==> src/rtl/pwb_pkg.sv <==
// Shared types for the page write buffer and commit engine.
package pwb_pkg;

    // Commit sequencer phases: idle, draining loaded slots, waiting out the cycle.
    typedef enum logic [1:0] {
        CS_IDLE   = 2'd0,
        CS_WRITE  = 2'd1,
        CS_SETTLE = 2'd2
    } commit_state_t;

endpackage

==> src/rtl/pwb_page_latch.sv <==
// Page latch: one data register and one loaded flag per slot.
// Assumes clr_mask and wr_en are never asserted together by the parent;
// clr_mask wins if they are. Data registers are not reset; the loaded
// flags decide which slots mean anything.
module pwb_page_latch #(
    parameter int DATA_W     = 8,
    parameter int PAGE_BYTES = 16,
    localparam int OFF_W     = $clog2(PAGE_BYTES)
) (
    input  logic                  clk,
    input  logic                  rst_n,
    input  logic                  clr_mask,
    input  logic                  wr_en,
    input  logic [OFF_W-1:0]      wr_off,
    input  logic [DATA_W-1:0]     wr_data,
    input  logic [OFF_W-1:0]      rd_off,
    output logic [DATA_W-1:0]     rd_data,
    output logic [PAGE_BYTES-1:0] mask
);

    logic [PAGE_BYTES*DATA_W-1:0] flat;

    // Per-slot data storage; a later byte to the same slot replaces the earlier one.
    for (genvar g = 0; g < PAGE_BYTES; g++) begin : g_slot
        logic [DATA_W-1:0] slot_q;
        always_ff @(posedge clk) begin
            if (wr_en && (wr_off == OFF_W'(g)))
                slot_q <= wr_data;
        end
        assign flat[g*DATA_W +: DATA_W] = slot_q;
    end

    // Loaded flags: set on write, cleared on new transaction or on commit.
    always_ff @(posedge clk) begin
        if (!rst_n)
            mask <= '0;
        else if (clr_mask)
            mask <= '0;
        else if (wr_en)
            mask <= mask | (PAGE_BYTES'(1) << wr_off);
    end

    assign rd_data = flat[rd_off*DATA_W +: DATA_W];

endmodule

==> src/rtl/pwb_slot_picker.sv <==
// Lowest-set-bit finder over the pending-slot vector.
// Purely combinational; assumes nothing about the input.
module pwb_slot_picker #(
    parameter int PAGE_BYTES = 16,
    localparam int OFF_W     = $clog2(PAGE_BYTES)
) (
    input  logic [PAGE_BYTES-1:0] pend,
    output logic [OFF_W-1:0]      idx,
    output logic                  any
);

    // Scan from the top down so the lowest pending slot wins.
    always_comb begin
        idx = '0;
        for (int i = PAGE_BYTES - 1; i >= 0; i--) begin
            if (pend[i])
                idx = OFF_W'(i);
        end
    end

    assign any = |pend;

endmodule

==> src/rtl/pwb_commit_seq.sv <==
// Commit sequencer: on start, loads the pending-slot vector and the cycle
// counter. It issues one array write per clock for the lowest pending slot,
// then idles until WR_CYCLES clocks have elapsed.
// Assumes WR_CYCLES > PAGE_BYTES, so every pending slot drains before the
// counter expires.
module pwb_commit_seq
    import pwb_pkg::*;
#(
    parameter int PAGE_BYTES = 16,
    parameter int WR_CYCLES  = 625000,
    localparam int OFF_W     = $clog2(PAGE_BYTES),
    localparam int CNT_W     = $clog2(WR_CYCLES + 1)
) (
    input  logic                  clk,
    input  logic                  rst_n,
    input  logic                  start,
    input  logic [PAGE_BYTES-1:0] init_mask,
    input  logic [OFF_W-1:0]      pick_idx,
    input  logic                  pick_any,
    output logic [PAGE_BYTES-1:0] pend,
    output logic                  mem_we,
    output logic                  busy
);

    commit_state_t     state;
    logic [CNT_W-1:0]  cnt;
    logic [PAGE_BYTES-1:0] pend_next;

    assign pend_next = pend & ~(PAGE_BYTES'(1) << pick_idx);

    // Phase and cycle-counter update.
    always_ff @(posedge clk) begin
        if (!rst_n) begin
            state <= CS_IDLE;
            pend  <= '0;
            cnt   <= '0;
        end else begin
            case (state)
                CS_IDLE: begin
                    if (start) begin
                        pend  <= init_mask;
                        cnt   <= CNT_W'(WR_CYCLES - 1);
                        state <= (|init_mask) ? CS_WRITE : CS_SETTLE;
                    end
                end
                CS_WRITE: begin
                    pend <= pend_next;
                    cnt  <= cnt - 1'b1;
                    if (cnt == '0) begin
                        pend  <= '0;
                        state <= CS_IDLE;
                    end else if (pend_next == '0) begin
                        state <= CS_SETTLE;
                    end
                end
                CS_SETTLE: begin
                    if (cnt == '0)
                        state <= CS_IDLE;
                    else
                        cnt <= cnt - 1'b1;
                end
                default: state <= CS_IDLE;
            endcase
        end
    end

    assign mem_we = (state == CS_WRITE) && pick_any;
    assign busy   = (state != CS_IDLE);

endmodule

==> src/rtl/page_commit_engine.sv <==
// Page write buffer and commit engine.
// Collects data bytes into a page latch at an offset that wraps inside the
// aligned page. On an accepted commit it applies upper-half write protection
// (sampled once) and drains the loaded slots to the array write port.
// Assumes the client never raises load_addr, byte_vld and stop_i in the same
// clock. All three are ignored while busy.
module page_commit_engine #(
    parameter int ADDR_W     = 10,
    parameter int DATA_W     = 8,
    parameter int PAGE_BYTES = 16,
    parameter int WR_CYCLES  = 625000
) (
    input  logic              clk,
    input  logic              rst_n,
    input  logic              load_addr,
    input  logic [ADDR_W-1:0] start_addr,
    input  logic              byte_vld,
    input  logic [DATA_W-1:0] byte_data,
    input  logic              stop_i,
    input  logic              wp_i,
    output logic              mem_we,
    output logic [ADDR_W-1:0] mem_addr,
    output logic [DATA_W-1:0] mem_wdata,
    output logic              busy
);

    localparam int OFF_W  = $clog2(PAGE_BYTES);
    localparam int PAGE_W = ADDR_W - OFF_W;

    logic [PAGE_W-1:0]     page_q;
    logic [OFF_W-1:0]      off_q;
    logic [PAGE_BYTES-1:0] mask;
    logic [PAGE_BYTES-1:0] pend;
    logic [PAGE_BYTES-1:0] init_mask;
    logic [OFF_W-1:0]      pick_idx;
    logic                  pick_any;
    logic                  acc_load;
    logic                  acc_byte;
    logic                  acc_stop;
    logic                  upper_prot;

    assign acc_load   = load_addr && !busy;
    assign acc_byte   = byte_vld && !busy && !load_addr;
    assign acc_stop   = stop_i && !busy && (|mask);
    assign upper_prot = wp_i && page_q[PAGE_W-1];
    assign init_mask  = upper_prot ? '0 : mask;

    // Address pointer: page fixed per transaction, offset wraps in the page.
    always_ff @(posedge clk) begin
        if (!rst_n) begin
            page_q <= '0;
            off_q  <= '0;
        end else if (acc_load) begin
            page_q <= start_addr[ADDR_W-1:OFF_W];
            off_q  <= start_addr[OFF_W-1:0];
        end else if (acc_byte) begin
            off_q  <= off_q + 1'b1;
        end
    end

    pwb_page_latch #(
        .DATA_W     (DATA_W),
        .PAGE_BYTES (PAGE_BYTES)
    ) u_latch (
        .clk      (clk),
        .rst_n    (rst_n),
        .clr_mask (acc_load || acc_stop),
        .wr_en    (acc_byte),
        .wr_off   (off_q),
        .wr_data  (byte_data),
        .rd_off   (pick_idx),
        .rd_data  (mem_wdata),
        .mask     (mask)
    );

    pwb_slot_picker #(
        .PAGE_BYTES (PAGE_BYTES)
    ) u_pick (
        .pend (pend),
        .idx  (pick_idx),
        .any  (pick_any)
    );

    pwb_commit_seq #(
        .PAGE_BYTES (PAGE_BYTES),
        .WR_CYCLES  (WR_CYCLES)
    ) u_seq (
        .clk       (clk),
        .rst_n     (rst_n),
        .start     (acc_stop),
        .init_mask (init_mask),
        .pick_idx  (pick_idx),
        .pick_any  (pick_any),
        .pend      (pend),
        .mem_we    (mem_we),
        .busy      (busy)
    );

    assign mem_addr = {page_q, pick_idx};

endmodule

==> config.mk <==
export PLATFORM = sky130hd
export DESIGN_NAME = page_commit_engine
export DESIGN_NICKNAME = d
export VERILOG_FILES = /design/src/rtl/pwb_pkg.sv /design/src/rtl/pwb_page_latch.sv /design/src/rtl/pwb_slot_picker.sv /design/src/rtl/pwb_commit_seq.sv /design/src/rtl/page_commit_engine.sv
export SDC_FILE = /design/constraint.sdc
export NUM_CORES = 1
export LEC_CHECK = 0
export BUFFER_PORTS_ARGS = -buffer_cell sky130_fd_sc_hd__clkbuf_2
export CAP_MARGIN = 20
export CORE_MARGIN = 8
export CORE_UTILIZATION = 55
export CTS_CLUSTER_SIZE = 8
export DETAILED_ROUTE_END_ITERATION = 12
export GPL_ROUTABILITY_DRIVEN = 0
export GPL_TIMING_DRIVEN = 0
export PLACE_DENSITY = 0.72
export SETUP_SLACK_MARGIN = 0.02
export SKIP_LAST_GASP = 1
export SYNTH_ARGS = -nofsm -noshare
export SYNTH_HDL_FRONTEND = slang
export SYNTH_HIERARCHICAL = 1
export SYNTH_SLANG_ARGS = --single-unit
==> constraint.sdc <==
create_clock -name clk -period 6.93 [get_ports clk]
set_input_delay 0.3465 -clock clk [delete_from_list [all_inputs] [get_ports clk]]
set_output_delay 0.3465 -clock clk [all_outputs]
set_load 0.02 [all_outputs]
==> results.sh <==
export IMPL_crit_path_max_fanout=10
export IMPL_critical_path_top_delay_family="compound AO/OA/AOI/OAI gates"
export IMPL_die_h_um=141
export IMPL_clockBufferDepth=2
export IMPL_post_cts_buffers=0
export IMPL_routedWlPerCell_um=20.3
export IMPL_ys_flop_type="edfxtp_1"
export IMPL_preCtsSetupSlack_ns=3.61
export IMPL_power_density_nw_per_um2=277
export IMPL_antenna_found_initial=0
export IMPL_placedCellCount=925
export IMPL_drive_gt1_share_pct=19.1
export IMPL_max_freq_mhz=262
export IMPL_fp_row_count=45
export IMPL_critPathCaptureType="output port"
export IMPL_syn_to_final_growth_pct=12.8
export IMPL_htree_num_levels=4
export IMPL_max_cap_viol_count=0
export IMPL_ys_seq_area_share_pct=59.6
export IMPL_fin_crit_ns=3.81
export IMPL_yosys_mux_area_fraction_pct=9.24
export IMPL_worstMarginPinSlew_ns=1.03
export IMPL_drtAntennaViolNets=0
export IMPL_clkLatencyLatePin_ns=0.43
export IMPL_total_power_mw=2.68
export IMPL_period_share_pct=55.0
export IMPL_start_util_pct=56.3
export IMPL_fin_nets=763
export IMPL_utilization_pct=63.6
export IMPL_yosysWarnings=6
export IMPL_slowest_delay_ns=0.54
export IMPL_status="finished clean"
export IMPL_hp_class="input port to flip-flop"
export IMPL_drc_errors=0
export IMPL_die_width_um=141
export IMPL_synth_simple_area_share_pct=13.9
export IMPL_crit_path_top_delay_cell="mux4_2"
export IMPL_hpwl_um=13500
export IMPL_fillers=1131
export IMPL_wl_um=19500
export IMPL_grt_pass1_wl_um=30500
export IMPL_finalHoldViolCount=0
export IMPL_cts_root_buffer="clkbuf_16"
export IMPL_synth_seq_cells=192
export IMPL_synth_compound_area_share_pct=13.1
export IMPL_grt_max_degree=18
export IMPL_worst_path_buf_inv=3
export IMPL_cts_resized=0
export IMPL_setup_slack_ns=3.12
export IMPL_stdcell_count=956
export IMPL_grt_pass1_vias=5641
export IMPL_worstPathCellList="a21oi_1 > o311a_1 > o22ai_1 > buf_6 > buf_4 > mux4_2 > a22oi_1 > nand2_1 > clkbuf_2"
export IMPL_ir_worst_vdd_v=0.000197
export IMPL_cp_start_kind="flip-flop"
export IMPL_async_flop_share_pct=0
export IMPL_syn_cell_area_sq_um=8600
export IMPL_n_antenna_cell=0
export IMPL_core_area_sq_um=15300
export IMPL_vias=5936
export IMPL_io_buffers=42
export IMPL_cts_reportedPaths_clkPinSlew_ns=0.07
export IMPL_avgSynthCellArea_sq_um=12.9
export IMPL_drtIter0Drc=754
export IMPL_slew_viol_final=0
export IMPL_cts_buffers=17
export IMPL_setup_tns_ns=0
export IMPL_arrival_ns=3.47
export IMPL_synthXorXnorAreaFrac_pct=0
export IMPL_synth_top_family_by_area="simple AND/OR/NAND/NOR gates"
export IMPL_die_area_sq_um=19900
export IMPL_synthCells=667
export IMPL_synthAdderAreaFrac_pct=0.873
export IMPL_via_per_inst=6.21
export IMPL_cts_tree="done"
export IMPL_fin_worst_skew_ns=0.00990
export IMPL_track_usage_pct=19.7
export IMPL_setup_viol=0
export IMPL_required_ns=6.58
export IMPL_rsz0062_at_grt="false"
export IMPL_synth_distinct_cells=71
export IMPL_synth_edf_count=128
export IMPL_criticalPathCategory="flip-flop to output port"
export IMPL_cts_hold_buf=0
export IMPL_p_leak_nw=3.30
export IMPL_overflow=0
export IMPL_io_pins=44
export IMPL_cts_sinks=192
export IMPL_dr_pass1_iters=5
export IMPL_syn_num_nets=697
export IMPL_slew_headroom_pct=30.9
[layer usage]
metal  part of all wire (%)  track usage (%)  vias up
met3                    6.7             3.85       39
met5                      0                0        -
met4                    1.9             6.90        0
met1                     46             27.5     2922
li1                       -                -     2706
met2                     46             30.2      269
[worst register-to-register path, delay by kind of cell, from the launching register on]
kind | cells | cell delay [ns]
simple gates | 4 | 1.21
flops | 1 | 0.36
buf+inv | 1 | 0.24
compound gates | 5 | 1.45
[registers in the layout, summed over array words and instances (netlist names)]
register,count
u_latch/g_slot.slot_q,128
u_seq/cnt,20
u_latch/mask,16
u_seq/pend,16
page_q,6
off_q,4
u_seq/state,2
[cell type report]
class / count / area [sq um] / share of cell area [%]
buffer: 32 / 208 / 2.14
clock buffer: 20 / 437 / 4.50
clock inverter: 11 / 95.1 / 0.981
inverter: 19 / 71.3 / 0.735
multi-input combinational: 424 / 3250 / 33.5
sequential: 192 / 5120 / 52.9
tap: 211 / 264 / 2.72
timing repair buffer: 47 / 251 / 2.59
[metrics by stage]
stage / area (sq um) / hold slack (ns)
finish: 9700 / 0.142
global route: 9700 / 0.136
CTS: 9700 / 0.125
detailed placement: 9170 / 0.456
global placement: 9070 / 0.445
floorplan: 8600 / 0.435
[cell usage after synthesis (all sizes together), types with 3 or more instances]
| library cell | instances | share of area, % |
|---|---|---|
| nand2b | 14 | 1.0 |
| and2 | 26 | 1.9 |
| mux4 | 32 | 9.0 |
| nand4b | 3 | 0.31 |
| or3 | 5 | 0.36 |
| o31a | 3 | 0.31 |
| nor2b | 5 | 0.45 |
| a2bb2oi | 7 | 0.71 |
| clkbuf | 15 | 0.68 |
| edfxtp | 128 | 45 |
| a311oi | 8 | 0.82 |
| a21oi | 35 | 2.1 |
| clkdlybuf4s25 | 3 | 0.35 |
| inv | 19 | 0.83 |
| o21ai | 25 | 1.5 |
| o21a | 25 | 2.2 |
| o22ai | 6 | 0.44 |
| ha | 6 | 0.87 |
| nand3 | 7 | 0.41 |
| a21boi | 17 | 1.5 |
| nand2 | 52 | 2.3 |
| buf | 14 | 1.4 |
| dfxtp | 64 | 15 |
| a31oi | 3 | 0.22 |
| or4b | 3 | 0.39 |
| nand3b | 4 | 0.35 |
| nand4 | 3 | 0.22 |
| nor3 | 25 | 1.6 |
| nor4 | 15 | 1.3 |
| a22oi | 18 | 1.6 |
| nor2 | 44 | 2.0 |
[cell usage in the layout, fill, tap and decap left out, drive strengths merged, types with 14 or more instances in the layout]
cell	synthesis	layout
nor3	25	25
nor4	15	15
nand2b	14	14
dfxtp	64	64
clkbuf	15	77
nand2	52	52
and2	26	26
o21ai	25	25
mux4	32	32
a21oi	35	35
o21a	25	25
a21boi	17	17
a22oi	18	18
edfxtp	128	128
inv	19	27
buf	14	19
nor2	44	44
[where the power goes]
part / switching, mW / total, mW / internal [mW]
Clock: 0.424 / 0.891 / 0.467
Combinational: 0.307 / 0.473 / 0.167
Sequential: 0.0429 / 1.32 / 1.28
Total: 0.774 / 2.68 / 1.91
[cell families after synthesis]
logic type | count (synthesis)
compound gates | 164
mux | 34
simple gates | 220
flops | 192
fa+ha+maj | 6
buf+inv | 51
[final timing paths]
path	startpoint	endpoint	slack (ns)	cells past startpoint
worst min register to register	page_q[3]	page_q[3]	0.47	2
worst min-delay path	start_addr[9]	page_q[5]	0.14	3
worst max-delay path	u_seq/pend[13]	mem_wdata[0]	3.12	9
worst max register to register	u_seq/pend[4]	u_seq/state[1]	3.58	10
No activity file was read; power rests on OpenSTA's default activity.
